### src/rtl/mesi_pkg.sv
package mesi_pkg;
  typedef enum logic [1:0] {ST_I = 2'd0, ST_S = 2'd1, ST_E = 2'd2, ST_M = 2'd3} line_st_t;
  typedef enum logic [1:0] {OP_RD = 2'd0, OP_RDX = 2'd1, OP_WB = 2'd2} bus_op_t;
  typedef enum logic [1:0] {F_IDLE = 2'd0, F_WB = 2'd1, F_FILL = 2'd2} fsm_t;

  // State a fill lands in: stores own the line, loads depend on the shared line.
  function automatic line_st_t fill_state(input logic is_store, input logic shared);
    if (is_store)    return ST_M;
    else if (shared) return ST_S;
    else             return ST_E;
  endfunction

  // State after a snoop that matched (active) a valid line.
  function automatic line_st_t snoop_next(input line_st_t st, input logic active, input logic rdx);
    if (!active)  return st;
    else if (rdx) return ST_I;
    else          return ST_S;
  endfunction
endpackage

### src/rtl/mesi_tag_match.sv
module mesi_tag_match #(
  parameter int TAG_W = 4
) (
  input  logic             valid,
  input  logic [TAG_W-1:0] line_tag,
  input  logic [TAG_W-1:0] req_tag,
  output logic             hit
);
  assign hit = valid && (line_tag == req_tag);
endmodule

### src/rtl/mesi_snoop_resp.sv
module mesi_snoop_resp
  import mesi_pkg::*;
#(
  parameter int DATA_W = 16
) (
  input  logic              snp_valid,
  input  logic              snp_rdx,
  input  logic              snp_hit,
  input  line_st_t          st,
  input  logic [DATA_W-1:0] line_data,
  output logic              shared_out,
  output logic              supply,
  output logic [DATA_W-1:0] supply_data,
  output line_st_t          st_next
);
  logic active;
  assign active      = snp_valid && snp_hit;
  assign shared_out  = active && !snp_rdx;
  assign supply      = active && (st == ST_M);
  assign supply_data = supply ? line_data : '0;
  assign st_next     = snoop_next(st, active, snp_rdx);
endmodule

### src/rtl/mesi_line_ctrl.sv
module mesi_line_ctrl
  import mesi_pkg::*;
#(
  parameter int TAG_W  = 4,
  parameter int DATA_W = 16
) (
  input  logic              clk,
  input  logic              rst_n,
  input  logic              cpu_req,
  input  logic              cpu_we,
  input  logic [TAG_W-1:0]  cpu_tag,
  input  logic [DATA_W-1:0] cpu_wdata,
  output logic              cpu_done,
  output logic [DATA_W-1:0] cpu_rdata,
  output logic              bus_req,
  output logic [1:0]        bus_op,
  output logic [TAG_W-1:0]  bus_tag,
  output logic [DATA_W-1:0] bus_wdata,
  input  logic              bus_ack,
  input  logic [DATA_W-1:0] bus_rdata,
  input  logic              bus_shared_in,
  input  logic              snp_valid,
  input  logic              snp_op,
  input  logic [TAG_W-1:0]  snp_tag,
  output logic              snp_shared_out,
  output logic              snp_supply,
  output logic [DATA_W-1:0] snp_data
);
  line_st_t          st;
  line_st_t          snp_st_next;
  fsm_t              fsm;
  logic [TAG_W-1:0]  line_tag, pend_tag;
  logic [DATA_W-1:0] line_data, pend_wdata;
  logic              pend_we;
  logic              line_valid, cpu_hit, snp_hit, accept;

  // Named internal events for the checker
  assign line_valid = (st != ST_I);
  assign accept     = (fsm == F_IDLE) && cpu_req && !cpu_done && !snp_valid;

  mesi_tag_match #(.TAG_W(TAG_W)) u_cpu_cmp (
    .valid(line_valid), .line_tag(line_tag), .req_tag(cpu_tag), .hit(cpu_hit));

  mesi_tag_match #(.TAG_W(TAG_W)) u_snp_cmp (
    .valid(line_valid), .line_tag(line_tag), .req_tag(snp_tag), .hit(snp_hit));

  mesi_snoop_resp #(.DATA_W(DATA_W)) u_snoop (
    .snp_valid(snp_valid), .snp_rdx(snp_op), .snp_hit(snp_hit), .st(st),
    .line_data(line_data), .shared_out(snp_shared_out), .supply(snp_supply),
    .supply_data(snp_data), .st_next(snp_st_next));

  // Bus side is a decode of the sequencer state
  assign bus_req   = (fsm != F_IDLE);
  assign bus_op    = (fsm == F_WB) ? OP_WB : (pend_we ? OP_RDX : OP_RD);
  assign bus_tag   = (fsm == F_WB) ? line_tag : pend_tag;
  assign bus_wdata = line_data;

  always_ff @(posedge clk) begin
    if (!rst_n) begin
      st         <= ST_I;
      fsm        <= F_IDLE;
      line_tag   <= '0;
      line_data  <= '0;
      pend_tag   <= '0;
      pend_wdata <= '0;
      pend_we    <= 1'b0;
      cpu_done   <= 1'b0;
      cpu_rdata  <= '0;
    end else begin
      cpu_done <= 1'b0;
      if (snp_valid) st <= snp_st_next;
      unique case (fsm)
        F_IDLE: begin
          if (accept) begin
            pend_tag   <= cpu_tag;
            pend_we    <= cpu_we;
            pend_wdata <= cpu_wdata;
            if (cpu_hit) begin
              if (!cpu_we) begin
                cpu_done  <= 1'b1;
                cpu_rdata <= line_data;
              end else if (st == ST_S) begin
                fsm <= F_FILL;
              end else begin
                st        <= ST_M;
                line_data <= cpu_wdata;
                cpu_done  <= 1'b1;
              end
            end else if (st == ST_M) begin
              fsm <= F_WB;
            end else begin
              fsm <= F_FILL;
            end
          end
        end
        F_WB: begin
          if (bus_ack) begin
            st  <= ST_I;
            fsm <= F_FILL;
          end
        end
        F_FILL: begin
          if (bus_ack) begin
            line_tag  <= pend_tag;
            st        <= fill_state(pend_we, bus_shared_in);
            line_data <= pend_we ? pend_wdata : bus_rdata;
            cpu_rdata <= bus_rdata;
            cpu_done  <= 1'b1;
            fsm       <= F_IDLE;
          end
        end
        default: fsm <= F_IDLE;
      endcase
    end
  end
endmodule

### config.mk
export PLATFORM = sky130hd
export DESIGN_NAME = mesi_line_ctrl
export DESIGN_NICKNAME = d
export VERILOG_FILES = /design/src/rtl/mesi_pkg.sv /design/src/rtl/mesi_tag_match.sv /design/src/rtl/mesi_snoop_resp.sv /design/src/rtl/mesi_line_ctrl.sv
export SDC_FILE = /design/constraint.sdc
export NUM_CORES = 1
export LEC_CHECK = 0
export BUFFER_PORTS_ARGS = -buffer_cell sky130_fd_sc_hd__buf_2
export CAP_MARGIN = 20
export CORE_MARGIN = 3
export CORE_UTILIZATION = 50
export DETAILED_ROUTE_END_ITERATION = 16
export MAX_ROUTING_LAYER = met4
export PLACE_DENSITY = 0.77
export SETUP_SLACK_MARGIN = 0.02
export SLEW_MARGIN = 20
export SYNTH_ARGS = -nofsm -noshare
export SYNTH_HDL_FRONTEND = slang
export SYNTH_SLANG_ARGS = --single-unit
### constraint.sdc
create_clock -name clk -period 2.2 [get_ports clk]
set_input_delay 0.11 -clock clk [delete_from_list [all_inputs] [get_ports clk]]
set_output_delay 0.11 -clock clk [all_outputs]
set_load 0.02 [all_outputs]
; Word-level counts from Yosys, hierarchy flattened
; Index checks and enable logic that the tools add are counted.
; W data, S select, Z words.
[classes]
n_eq_ne = 15
mux = 42
n_reduce_logical = 20
[op_table]
columns = cell, count
row1 = $mux W16, 11
row2 = $pmux W16 S2, 2
row3 = $mux W2, 18
row4 = $ne A2 B2 Y1 const B, 7
row5 = $pmux W2 S3, 2
row6 = $reduce_and A5 Y1, 2
row7 = $eq A4 B4 Y1, 2
row8 = $logic_and A1 B1 Y1, 8
row9 = $mux W1, 7
row10 = $reduce_and A6 Y1, 1
row11 = $reduce_bool A2 Y1, 3
row12 = $eq A2 B1 Y1 const B, 2
row13 = $eq A2 B2 Y1 const B, 2
row14 = $mux W4, 1
row15 = $reduce_and A2 Y1, 2
row16 = $logic_not A1 Y1, 3
row17 = $ne A3 B2 Y1 const B, 1
row18 = $ne A3 B3 Y1 const B, 1
row19 = $logic_not A2 Y1, 1
row20 = $pmux W1 S2, 1
[word_totals]
reg_bits = 62
input_bits = 48
output_inout_bits = 58
elab_cells = 86

; Logic depth before layout (Yosys ltp)
; Gate-level depths: netlist (run 1).
[depth]
depth_word = 10
depth_mapped = 7
ltp_nobuf = 4

; Cells and area by module
; From an unflattened synthesis (run 1), not the netlist that was laid out.
[unflattened]
cells_unflattened = 381
hier_area_um2 = 3392.0
[by_module_without_submodules]
columns = mod, n_inst, cells_each, area_each_um2, seq_area_each_um2
row1 = mesi_line_ctrl, 1, 340, 3062.9, 1241.2
row2 = mesi_snoop_resp, 1, 23, 198.9, 0.0
row3 = mesi_tag_match, 2, 9, 65.1, 0.0

; Least setup slack after synthesis (run 1)
; No wires, ideal clock.
[synth_path]
path_type = reg-to-output
from = register line_tag[1]
to = output port snp_data[0]
t_arrival_ps = 1721
required_time_ps = 2090
slack_ps = 369
path_stages_with_launch = 6
path_buffers = 1
cell_sequence = dfxtp_1 xor2_1 nor3_1 and4b_1 clkbuf_1 and2_1
[synth_between]
elab_chain_len = 5
[synth_lines]
columns = item, line_no
row1 = "start, declared", mesi_line_ctrl.sv:32  ; logic [TAG_W-1:0] line_tag, pend_tag;
row2 = "start signal, assigned", mesi_line_ctrl.sv:104  ; line_tag <= pend_tag;
row3 = $eq A4 B4 Y1, mesi_tag_match.sv:9  ; assign hit = valid && (line_tag == req_tag);
row4 = $logic_and A1 B1 Y1, mesi_tag_match.sv:9
row5 = $logic_and A1 B1 Y1, mesi_snoop_resp.sv:17  ; assign active = snp_valid && snp_hit;
row6 = $logic_and A1 B1 Y1, mesi_snoop_resp.sv:19  ; assign supply = active && (st == ST_M);
row7 = named net snp_supply, mesi_line_ctrl.sv:26  ; output logic snp_supply,
row8 = $mux W16, mesi_snoop_resp.sv:20  ; assign supply_data = supply ? line_data : '0;
row9 = "end, declared", mesi_line_ctrl.sv:27  ; output logic [DATA_W-1:0] snp_data
; The timed path passes the listed nets, and every way through them passes these cells.

; Final worst setup path (run 1)
[layout_path]
from = register line_tag[1]
to = output port snp_data[14]
[layout_between]
elab_chain_len = 5
[layout_lines]
columns = item, line_no
row1 = $eq A4 B4 Y1, mesi_tag_match.sv:9
row2 = $logic_and A1 B1 Y1, mesi_tag_match.sv:9
row3 = $logic_and A1 B1 Y1, mesi_snoop_resp.sv:17
row4 = $logic_and A1 B1 Y1, mesi_snoop_resp.sv:19
row5 = $mux W16, mesi_snoop_resp.sv:20
; Every way passes these cells.

==> results of run 1 <==
area by class of cell:
type                            count  area, sq um  share of cell area, %
Multi-Input combinational cell    290         1890                   46.5
Sequential cell                    62         1240                   30.6
Timing Repair Buffer              116          611                   15.1
Clock buffer                       10          128                   3.15
Tap cell                           75         93.8                   2.32
Clock inverter                      6         86.3                   2.13
Inverter                            2         7.51                  0.185
power groups by stage:
stage,logic [W],registers (W),clock network [W]
after floorplan,0.000218,0.00122,0
after global placement,0.000344,0.00120,0
after detailed placement,0.000349,0.00121,0
after CTS,0.000353,0.00118,0.00112
after global routing,0.000388,0.00119,0.00117
final,0.000354,0.00118,0.00110
placed cells by master, fill, tap and decap left out, types with 2 or more instances in the layout:
master,n
dfxtp_1,62
mux2_2,20
o21ai_0,2
o211ai_1,16
nor2b_1,3
nand3_1,3
nand2_1,119
bufinv_16,2
a211oi_1,2
clkbuf_8,9
and2_1,16
a31oi_4,2
nor2_1,3
buf_2,105
mux2i_1,49
inv_1,2
xor2_1,7
a21oi_1,25
clkinv_2,2
nor3_1,2
buf_4,10
or2_2,2
layer usage:
layer | up-vias | wire length [um] | GRT usage (%)
li1 | 1499 | - | -
met1 | 1406 | 3610 | 29.5
met2 | 124 | 4090 | 38.6
met3 | 15 | 707 | 5.51
met4 | 0 | 136 | 10.2
met5 | - | 0 | -
logic make-up after synthesis:
group,after synthesis
XOR/XNOR,8
flip-flops,62
AO/OA/AOI/OAI,55
buffers and inverters,31
AND/OR/NAND/NOR,158
multiplexers,69
repair_timing:
item	CTS	global route
endpoints found under the setup margin	0	16
hold endpoints to repair	1	0
resized for setup	0	1
hold buffers	1	0
Yosys cell counts, types with 2 or more instances:
cell type / number / area [sq um]
inv_1: 2 / 7.51
a211oi_1: 2 / 15.0
a31oi_4: 2 / 42.5
or2_2: 2 / 12.5
mux2i_1: 49 / 490
o211ai_1: 16 / 120
nand2_1: 119 / 447
buf_2: 4 / 20.0
buf_1: 2 / 7.51
buf_6: 2 / 22.5
o21ai_0: 2 / 10.0
mux2_2: 20 / 225
nand3_1: 3 / 15.0
nor2_1: 3 / 11.3
xor2_1: 7 / 61.3
nor2b_1: 4 / 25.0
nor3_1: 3 / 15.0
a21oi_1: 25 / 125
dfxtp_1: 62 / 1240
clkbuf_1: 21 / 78.8
and2_1: 16 / 100
worst max-delay path by stage:
stage	startpoint	end	slack, ns	depth (start not counted)
detailed placement	line_tag[2]$_SDFFE_PN0P_	bus_wdata[14]$_SDFFE_PN0P_	0.34	4
global placement	cpu_done$_SDFF_PN0_	cpu_done$_SDFF_PN0_	0.39	5
finish	line_tag[1]$_SDFFE_PN0P_	snp_data[14]	0.18	6
floorplan	line_tag[1]$_SDFFE_PN0P_	snp_data[0]	0.37	5
global route	line_tag[1]$_SDFFE_PN0P_	snp_data[13]	0.07	6
CTS	line_tag[1]$_SDFFE_PN0P_	snp_data[14]	0.04	6
state kept, by name, indices dropped and copies added (netlist names):
register and cells:
pend_tag 4, cpu_done 1, bus_wdata 16, st 2, fsm 2, pend_wdata 16
cpu_rdata 16, pend_we 1, line_tag 4
metrics by stage:
step           area, sq um  power [W]  utilization (%)
3_5_place_dp          3820    0.00156             62.7
2_1_floorplan         3250    0.00144                -
3_3_place_gp          3820    0.00155             62.7
4_1_cts               4050    0.00265             66.4
6_report              4050    0.00264             66.5
5_1_grt               4050    0.00274             66.5
worst max-delay path: cells and delay by family (launching register included):
family                    cells  cell delay (ns)
and+or+nand+nor               3             0.71
xor gates and xnor gates      1             0.18
buffers and inverters         2             0.33
DFF                           1             0.35
==> impl_metrics.yaml, run 1 <==
run_status:
  outcome: "finished, final reports clean"
drt:
  remaining_drc_errors: 0
  first_pass_iters: 5
  avgViaCountPerCell: 5.43
  finalWirelength_mm: 8.55
  ant_nets: 0
  wl_per_cell_um: 15.2
  num_vias: 3044
  first_iter_violations: 194
global_route:
  antenna_found_initial: 0
  grt_usage_pct: 24.2
  grt_max_degree: 68
  grt_pass1_wl_mm: 13.8
  first_global_vias: 2886
  grt_remaining_overflow: 0
worst_hold_path:
  hold_depth: 3
  holdCritStartpoint: "cpu_wdata[4]"
  whs_endpoint: "pend_wdata[4]$_SDFFE_PN0P_"
  hp-class: "input pin to flip-flop"
cells_and_area:
  layout-drive-gt1-share_pct: 32.7
  fillers: 533
  syn_to_final_growth_pct: 24.7
  fin_cells: 561
  diodes: 0
  nNetsFinal: 529
critical_path:
  crit_path_max_incr_delay_ns: 0.35
  crit_fanout: 7
  path_class: "flip-flop to output pin"
  critPathLaunchType: "flip-flop"
  cp.arrival_ns: 1.91
  crit_path_end_kind: "output pin"
  r2r_cells: 4
  regToRegSetupSlack_ns: 0.34
  r2r-start: "line_tag[2]$_SDFFE_PN0P_"
  crit_chain: "xor2_1, nor3_2, and4b_1, buf_4, and2_1, buf_2"
  slowest_stage: "dfxtp_1"
  cp.required_ns: 2.09
  r2r_end: "bus_wdata[13]$_SDFFE_PN0P_"
placed_design:
  dpl.hpwl_mm: 5.97
  port_buffers: 105
  dp.cells: 544
  place_congestion: 0.854
  post-place-ws_ns: 0.338
sta:
  finalSetupViolCount: 0
  final-max-slew-violation-count: 0
  tns_ns: 0
  holdWs_ns: 0.0127
  fmax_mhz: 496
  finalCritPeriodShare_pct: 91.7
  skew_ns: 0.00828
  timing.final.hold_violations: 0
  worst_slack_ns: 0.183
  worstMarginPinSlew_ns: 0.773
  fin_crit_ns: 2.02
  max_slew_margin_pct: 48.4
  rsz0062_at_grt: "no"
floorplanning:
  row_count: 28
  num_io_pins: 106
  fp.dieH_um: 86.6
  start_util_pct: 53.3
  die_x_um: 86.6
  coreArea_sq_um: 6100
  dieArea_sq_um: 7500
yosys:
  syn_area_sq_um: 3250
  synth_edf_count: 0
  netlist_instances: 383
  yosys_register_bits: 62
  ys_seq_area_share_pct: 38.2
  synth_ff_type: "dfxtp_1"
  synth_compound_area_share_pct: 11.7
  synth.distinct_cells: 38
  synthMuxAreaShare_pct: 22.0
  synth_xor_area_share_pct: 2.16
  synth_top_family_by_area: "multiplexers"
  avgSynthCellArea_sq_um: 8.49
  yosys.area_share.simple_pct: 21.8
  yosys_warnings: 0
  synth_fp_nets: 431
  synth_adder_area_share_pct: 0
  async_flop_share_pct: 0
pwr:
  powerDensity_nw_per_um2: 651
  p_switching_w: 0.000700
  internal-power_w: 0.00194
  vdd_drop_max_v: 0.000475
  p_leak_nw: 1.95
  swShare_pct: 26.5
  clkPwrFrac_pct: 41.8
  p_comb_share_pct: 13.4
  seq_power_share_pct: 44.8
run:
  drv_cap: 0
cts:
  cts_tree: "built"
  htree_levels: 3
  clk_latency_ns: 0.35
  clockRootBuffer: "clkbuf_8"
  cts_setup_buffers: 0
  clkTransAtPathRegs_ns: 0.07
  cts.path.max_buffers: 2
  clock_sinks: 62
  cts_buffers: 9
Power figures use the tool's default switching activity.
==> run 2, diff against run 1 <==
Settings changed: ABC_AREA set to 1, PLACE_DENSITY 0.77 to 0.75.
==> impl_metrics.yaml, run 2 <==
cts:
  htree_levels: 3
  cts_tree: "built"
  clockRootBuffer: "clkbuf_8"
  cts_buffers: 9
  clock_sinks: 62
  clkTransAtPathRegs_ns: 0.06
  cts_hold_buf: 0
  clk_latency_ns: 0.34
  cts.path.max_buffers: 2
cells_and_area:
  diodes: 0
  syn_to_final_growth_pct: 19.8
  final_common_cell: "nand2_1"
  nNetsFinal: 754
  layout_common_cells: "nand2_1, inv_1, buf_2"
  fillers: 696
  layout-drive-gt1-share_pct: 21.8
drt:
  first_iter_violations: 236
  avgViaCountPerCell: 4.86
  ant_nets: 0
  num_vias: 3909
  remaining_drc_errors: 0
  first_pass_iters: 4
  wl_per_cell_um: 12.2
  finalWirelength_mm: 9.85
yosys:
  async_flop_share_pct: 0
  synth_top_cell_area_share_pct: 33.7
  synth_edf_count: 0
  synth_fp_nets: 662
  syn_area_sq_um: 3680
  synth_area_leaders: "dfxtp_1, nand2_1, inv_1"
  synth_ff_type: "dfxtp_1"
  synth.most_common_cell: "nand2_1"
  yosys_register_bits: 62
  avgSynthCellArea_sq_um: 5.99
  yosysTopAreaCell: "dfxtp_1"
  yosys-top-cells-count: "nand2_1, inv_1, nor2_1"
  ys_seq_area_share_pct: 33.7
  netlist_instances: 614
  yosys_warnings: 0
  synth.distinct_cells: 24
critical_path:
  cp.arrival_ns: 1.92
  crit_chain: "inv_2, nand2_1, nand2_1, nor2_1, nand3_2, nor2_4, clkinvlp_4, buf_12, nor2_1, buf_2"
  critPathLaunchType: "flip-flop"
  crit_fanout: 16
  r2r-start: "st[1]$_SDFF_PN0_"
  r2r_end: "bus_wdata[3]$_SDFFE_PN0P_"
  crit_path_end_kind: "output pin"
  crit_path_max_incr_delay_ns: 0.37
  regToRegSetupSlack_ns: 0.45
  r2r_cells: 10
  slowest_stage: "dfxtp_1"
  cp.required_ns: 2.09
  path_class: "flip-flop to output pin"
global_route:
  first_global_vias: 3529
  grt_usage_pct: 24.4
  grt_max_degree: 54
  antenna_found_initial: 0
  grt_remaining_overflow: 0
  grt_pass1_wl_mm: 16.4
run_status:
  outcome: "finished, final reports clean"
pwr:
  vdd_drop_max_v: 0.000414
  p_comb_share_pct: 32.8
  seq_power_share_pct: 41.6
  internal-power_w: 0.00194
  power.total_w: 0.00314
  p_leak_nw: 2.28
  swShare_pct: 38.2
  powerDensity_nw_per_um2: 714
  clkPwrFrac_pct: 25.6
  p_switching_w: 0.00120
sta:
  fin_crit_ns: 2.03
  fmax_mhz: 492
  worstMarginPinSlew_ns: 0.631
  final-max-slew-violation-count: 0
  skew_ns: 0.00813
  max_slew_margin_pct: 57.8
  finalSetupViolCount: 0
  finalCritPeriodShare_pct: 92.4
  rsz0062_at_grt: "no"
  tns_ns: 0
  timing.final.hold_violations: 0
floorplanning:
  coreArea_sq_um: 6940
  row_count: 30
  fp.dieH_um: 91.8
  num_io_pins: 106
  dieArea_sq_um: 8420
  die_x_um: 91.8
  start_util_pct: 53.0
worst_hold_path:
  whs_endpoint: "pend_tag[1]$_SDFFE_PN0P_"
  hold_depth: 3
  holdCritStartpoint: "cpu_tag[1]"
  hp-class: "input pin to flip-flop"
placed_design:
  place_congestion: 0.925
  dpl.hpwl_mm: 7.39
  port_buffers: 105
run:
  drv_cap: 0
-- run 2: cell families (layout without fill, tap and decap cells) --
kind of cell           after synthesis  after routing  share of synthesized area, %
AND/OR/NAND/NOR                    299            299                          35.2
buffers and inverters              158            252                          17.0
AO/OA/AOI/OAI                       95             95                          14.1
flip-flops                          62             62                          33.7
-- run 2: cell type report --
class	instances	area, sq um	area share (%)
clock inverters	3	15.0	0.341
well taps	96	120	2.73
flip-flops and latches	62	1240	28.2
repair buffers	114	606	13.7
multi-input cells	394	1820	41.4
inverters	125	473	10.7
clock buffers	10	128	2.90
-- run 2: per-layer routing --
layer	vias up	wire length (um)	track usage [%]
li1	2059	-	-
met5	-	0	-
met2	123	4360	37.1
met1	1712	4760	33.2
met4	0	147	8.54
met3	15	583	3.61
-- run 2: stage by stage --
stage | hold slack (ns) | setup WS, ns | util [%] | cell area, sq um | cells
6_report | 0.0490 | 0.168 | 63.5 | 4410 | 804
5_1_grt | 0.0645 | 0.0154 | 63.5 | 4410 | 804
4_1_cts | 0.0429 | 0.0604 | 62.9 | 4370 | 803
3_5_place_dp | 0.391 | 0.440 | 60.9 | 4230 | 790
3_3_place_gp | 0.389 | 0.424 | 60.9 | 4230 | 790
2_1_floorplan | 0.258 | 0.365 | - | 3680 | 614
-- run 2: repair_timing --
action | CTS | global route
gates resized for setup | 0 | 4
endpoints found under the setup margin | 0 | 16
setup buffers | 0 | 1
hold endpoints to repair | 0 | 0
-- run 2: how the worst max path moves through the flow --
| stage | start | endpoint | slack (ns) | cells past startpoint |
|---|---|---|---|---|
| 2_1_floorplan | st[1]$_SDFF_PN0_ | snp_data[0] | 0.36 | 9 |
| 3_3_place_gp | line_tag[0]$_SDFFE_PN0P_ | snp_data[11] | 0.42 | 9 |
| 3_5_place_dp | line_tag[2]$_SDFFE_PN0P_ | snp_data[11] | 0.44 | 9 |
| 4_1_cts | line_tag[2]$_SDFFE_PN0P_ | snp_data[11] | 0.06 | 9 |
| 5_1_grt | line_tag[0]$_SDFFE_PN0P_ | snp_data[1] | 0.02 | 10 |
| 6_report | line_tag[2]$_SDFFE_PN0P_ | snp_data[11] | 0.17 | 10 |
-- run 2: power groups by stage --
stage | Clock (W) | Sequential, W | Combinational, W
CTS | 0.000815 | 0.00131 | 0.00103
floorplan | 0 | 0.00138 | 0.000706
global route | 0.000875 | 0.00132 | 0.00117
finish | 0.000805 | 0.00131 | 0.00103
detailed placement | 0 | 0.00133 | 0.00102
global placement | 0 | 0.00133 | 0.00101
-- run 2: critical path, delay by kind of cell (launching register included) --
family	cells	cell delay [ns]
buffers and inverters	4	0.51
flip-flops	1	0.37
AND/OR/NAND/NOR	6	0.71
==> run 3, diff against run 2 <==
Settings changed: MAX_ROUTING_LAYER met4 to not set.
==> impl_metrics.yaml, run 3 (synthesis gave the netlist of run 2 again) <==
cts:
  clockRootBuffer: "clkbuf_8"
  cts_tree: "built"
  clk_latency_ns: 0.33
  clock_sinks: 62
  cts.path.max_buffers: 2
  htree_levels: 3
  cts_buffers: 9
  clkTransAtPathRegs_ns: 0.07
  cts_setup_buffers: 0
global_route:
  busiest_layer: "met2"
  grt_pass1_wl_mm: 17.0
  grt_use_met1_pct: 34.8
  first_global_vias: 3654
  grt_usage_pct: 24.5
  grt_remaining_overflow: 0
  use_met2_pct: 38.4
  grt_max_degree: 50
  use_met3_pct: 2.79
  antenna_found_initial: 0
pwr:
  power.total_w: 0.00352
  powerDensity_nw_per_um2: 787
  p_leak_nw: 2.31
  vdd_drop_max_v: 0.000411
floorplanning:
  dieArea_sq_um: 8420
  die_x_um: 91.8
  fp.dieH_um: 91.8
  start_util_pct: 53.0
  num_io_pins: 106
  row_count: 30
  coreArea_sq_um: 6940
run_status:
  outcome: "finished, final reports clean"
critical_path:
  endpoint: "snp_data[11]"
  r2r_end: "cpu_rdata[6]$_SDFFE_PN0P_"
  crit_fanout: 16
  regToRegSetupSlack_ns: 0.42
  r2r_cells: 10
  crit_path_end_kind: "output pin"
  cp.arrival_ns: 1.89
  cp.required_ns: 2.09
  crit_path_start: "line_tag[0]$_SDFFE_PN0P_"
  critPathLaunchType: "flip-flop"
  r2r-start: "st[1]$_SDFF_PN0_"
  path_class: "flip-flop to output pin"
cells_and_area:
  layout_common_cells: "nand2_1, inv_1, buf_2"
  fillers: 658
  nNetsFinal: 753
  diodes: 0
  syn_to_final_growth_pct: 21.4
  layout-drive-gt1-share_pct: 21.8
  final_common_cell: "nand2_1"
drt:
  remaining_drc_errors: 0
  num_vias: 4004
  wl_per_cell_um: 12.8
  avgViaCountPerCell: 4.97
  first_pass_iters: 6
  finalWirelength_mm: 10.3
  ant_nets: 0
  first_iter_violations: 298
placed_design:
  dpl.hpwl_mm: 7.69
  place_congestion: 0.884
  port_buffers: 105
sta:
  tns_ns: 0
  timing.final.hold_violations: 0
  fin_crit_ns: 2.00
  rsz0062_at_grt: "no"
  max_slew_margin_pct: 46.9
  skew_ns: 0.00543
  worstMarginPinSlew_ns: 0.796
  fmax_mhz: 500
  finalCritPeriodShare_pct: 90.9
  finalSetupViolCount: 0
  final-max-slew-violation-count: 0
worst_hold_path:
  hp-class: "input pin to flip-flop"
run:
  drv_cap: 0
[run 3: changes by cell type in the layout (fill, tap and decap cells not counted), sizes merged]
cell      change
buf           -1
bufinv        +2
clkbuf        +3
clkinv        -2
clkinvlp      -1
inv           +1
[run 3: worst min-delay path by stage]
stage	startpoint	endpoint	slack (ns)	cells after the start
2_1_floorplan	cpu_tag[0]	pend_tag[0]$_SDFFE_PN0P_	0.26	2
3_3_place_gp	cpu_wdata[10]	pend_wdata[10]$_SDFFE_PN0P_	0.39	3
3_5_place_dp	cpu_wdata[14]	pend_wdata[14]$_SDFFE_PN0P_	0.39	3
4_1_cts	cpu_tag[0]	pend_tag[0]$_SDFFE_PN0P_	0.04	3
5_1_grt	cpu_wdata[13]	pend_wdata[13]$_SDFFE_PN0P_	0.06	3
6_report	cpu_tag[0]	pend_tag[0]$_SDFFE_PN0P_	0.06	3
[run 3: layout make-up]
| type | count | area, sq um | area share [%] |
|---|---|---|---|
| Clock buffer | 13 | 169 | 3.78 |
| Clock inverter | 3 | 65.1 | 1.46 |
| Timing Repair Buffer | 113 | 586 | 13.1 |
| Inverter | 125 | 469 | 10.5 |
| Tap cell | 96 | 120 | 2.69 |
| Sequential cell | 62 | 1240 | 27.8 |
| Multi-Input combinational cell | 394 | 1810 | 40.6 |
[run 3: power breakdown]
part | switching, W | internal [W]
registers | 0.0000742 | 0.00123
clock network | 0.000432 | 0.000730
logic | 0.000720 | 0.000326
[run 3: through the flow]
| stage | worst slack [ns] | utilization [%] | hold slack, ns | instances | cell area (sq um) |
|---|---|---|---|---|---|
| floorplan | 0.365 | - | 0.258 | 614 | 3680 |
| global placement | 0.415 | 60.9 | 0.389 | 790 | 4230 |
| detailed placement | 0.385 | 60.9 | 0.392 | 790 | 4230 |
| CTS | 0.154 | 64.3 | 0.0443 | 806 | 4460 |
| global route | 0.0315 | 64.3 | 0.0619 | 806 | 4460 |
| finish | 0.201 | 64.3 | 0.0600 | 806 | 4460 |
[run 3: worst max-delay path, stage by stage (launching register included)]
cell     delay, ns
dfxtp_1       0.37
inv_2         0.07
nand2_1       0.06
nand2_1       0.05
nor2_1        0.15
nand3_1       0.18
nor2_2        0.16
inv_2         0.15
nor2_1        0.17
buf_2         0.19
[run 3: routing by layer]
layer	share of wire, %	up-vias
li1	-	2065
met1	46	1756
met2	46	158
met3	6.3	25
met4	2.0	0
met5	0	-
[run 3: timing repair]
item                       CTS  global route
gates resized for setup      1             1
setup endpoints to repair    1             1
cloned                       0             0
pin swaps                    0             0
hold buffers                 0             0
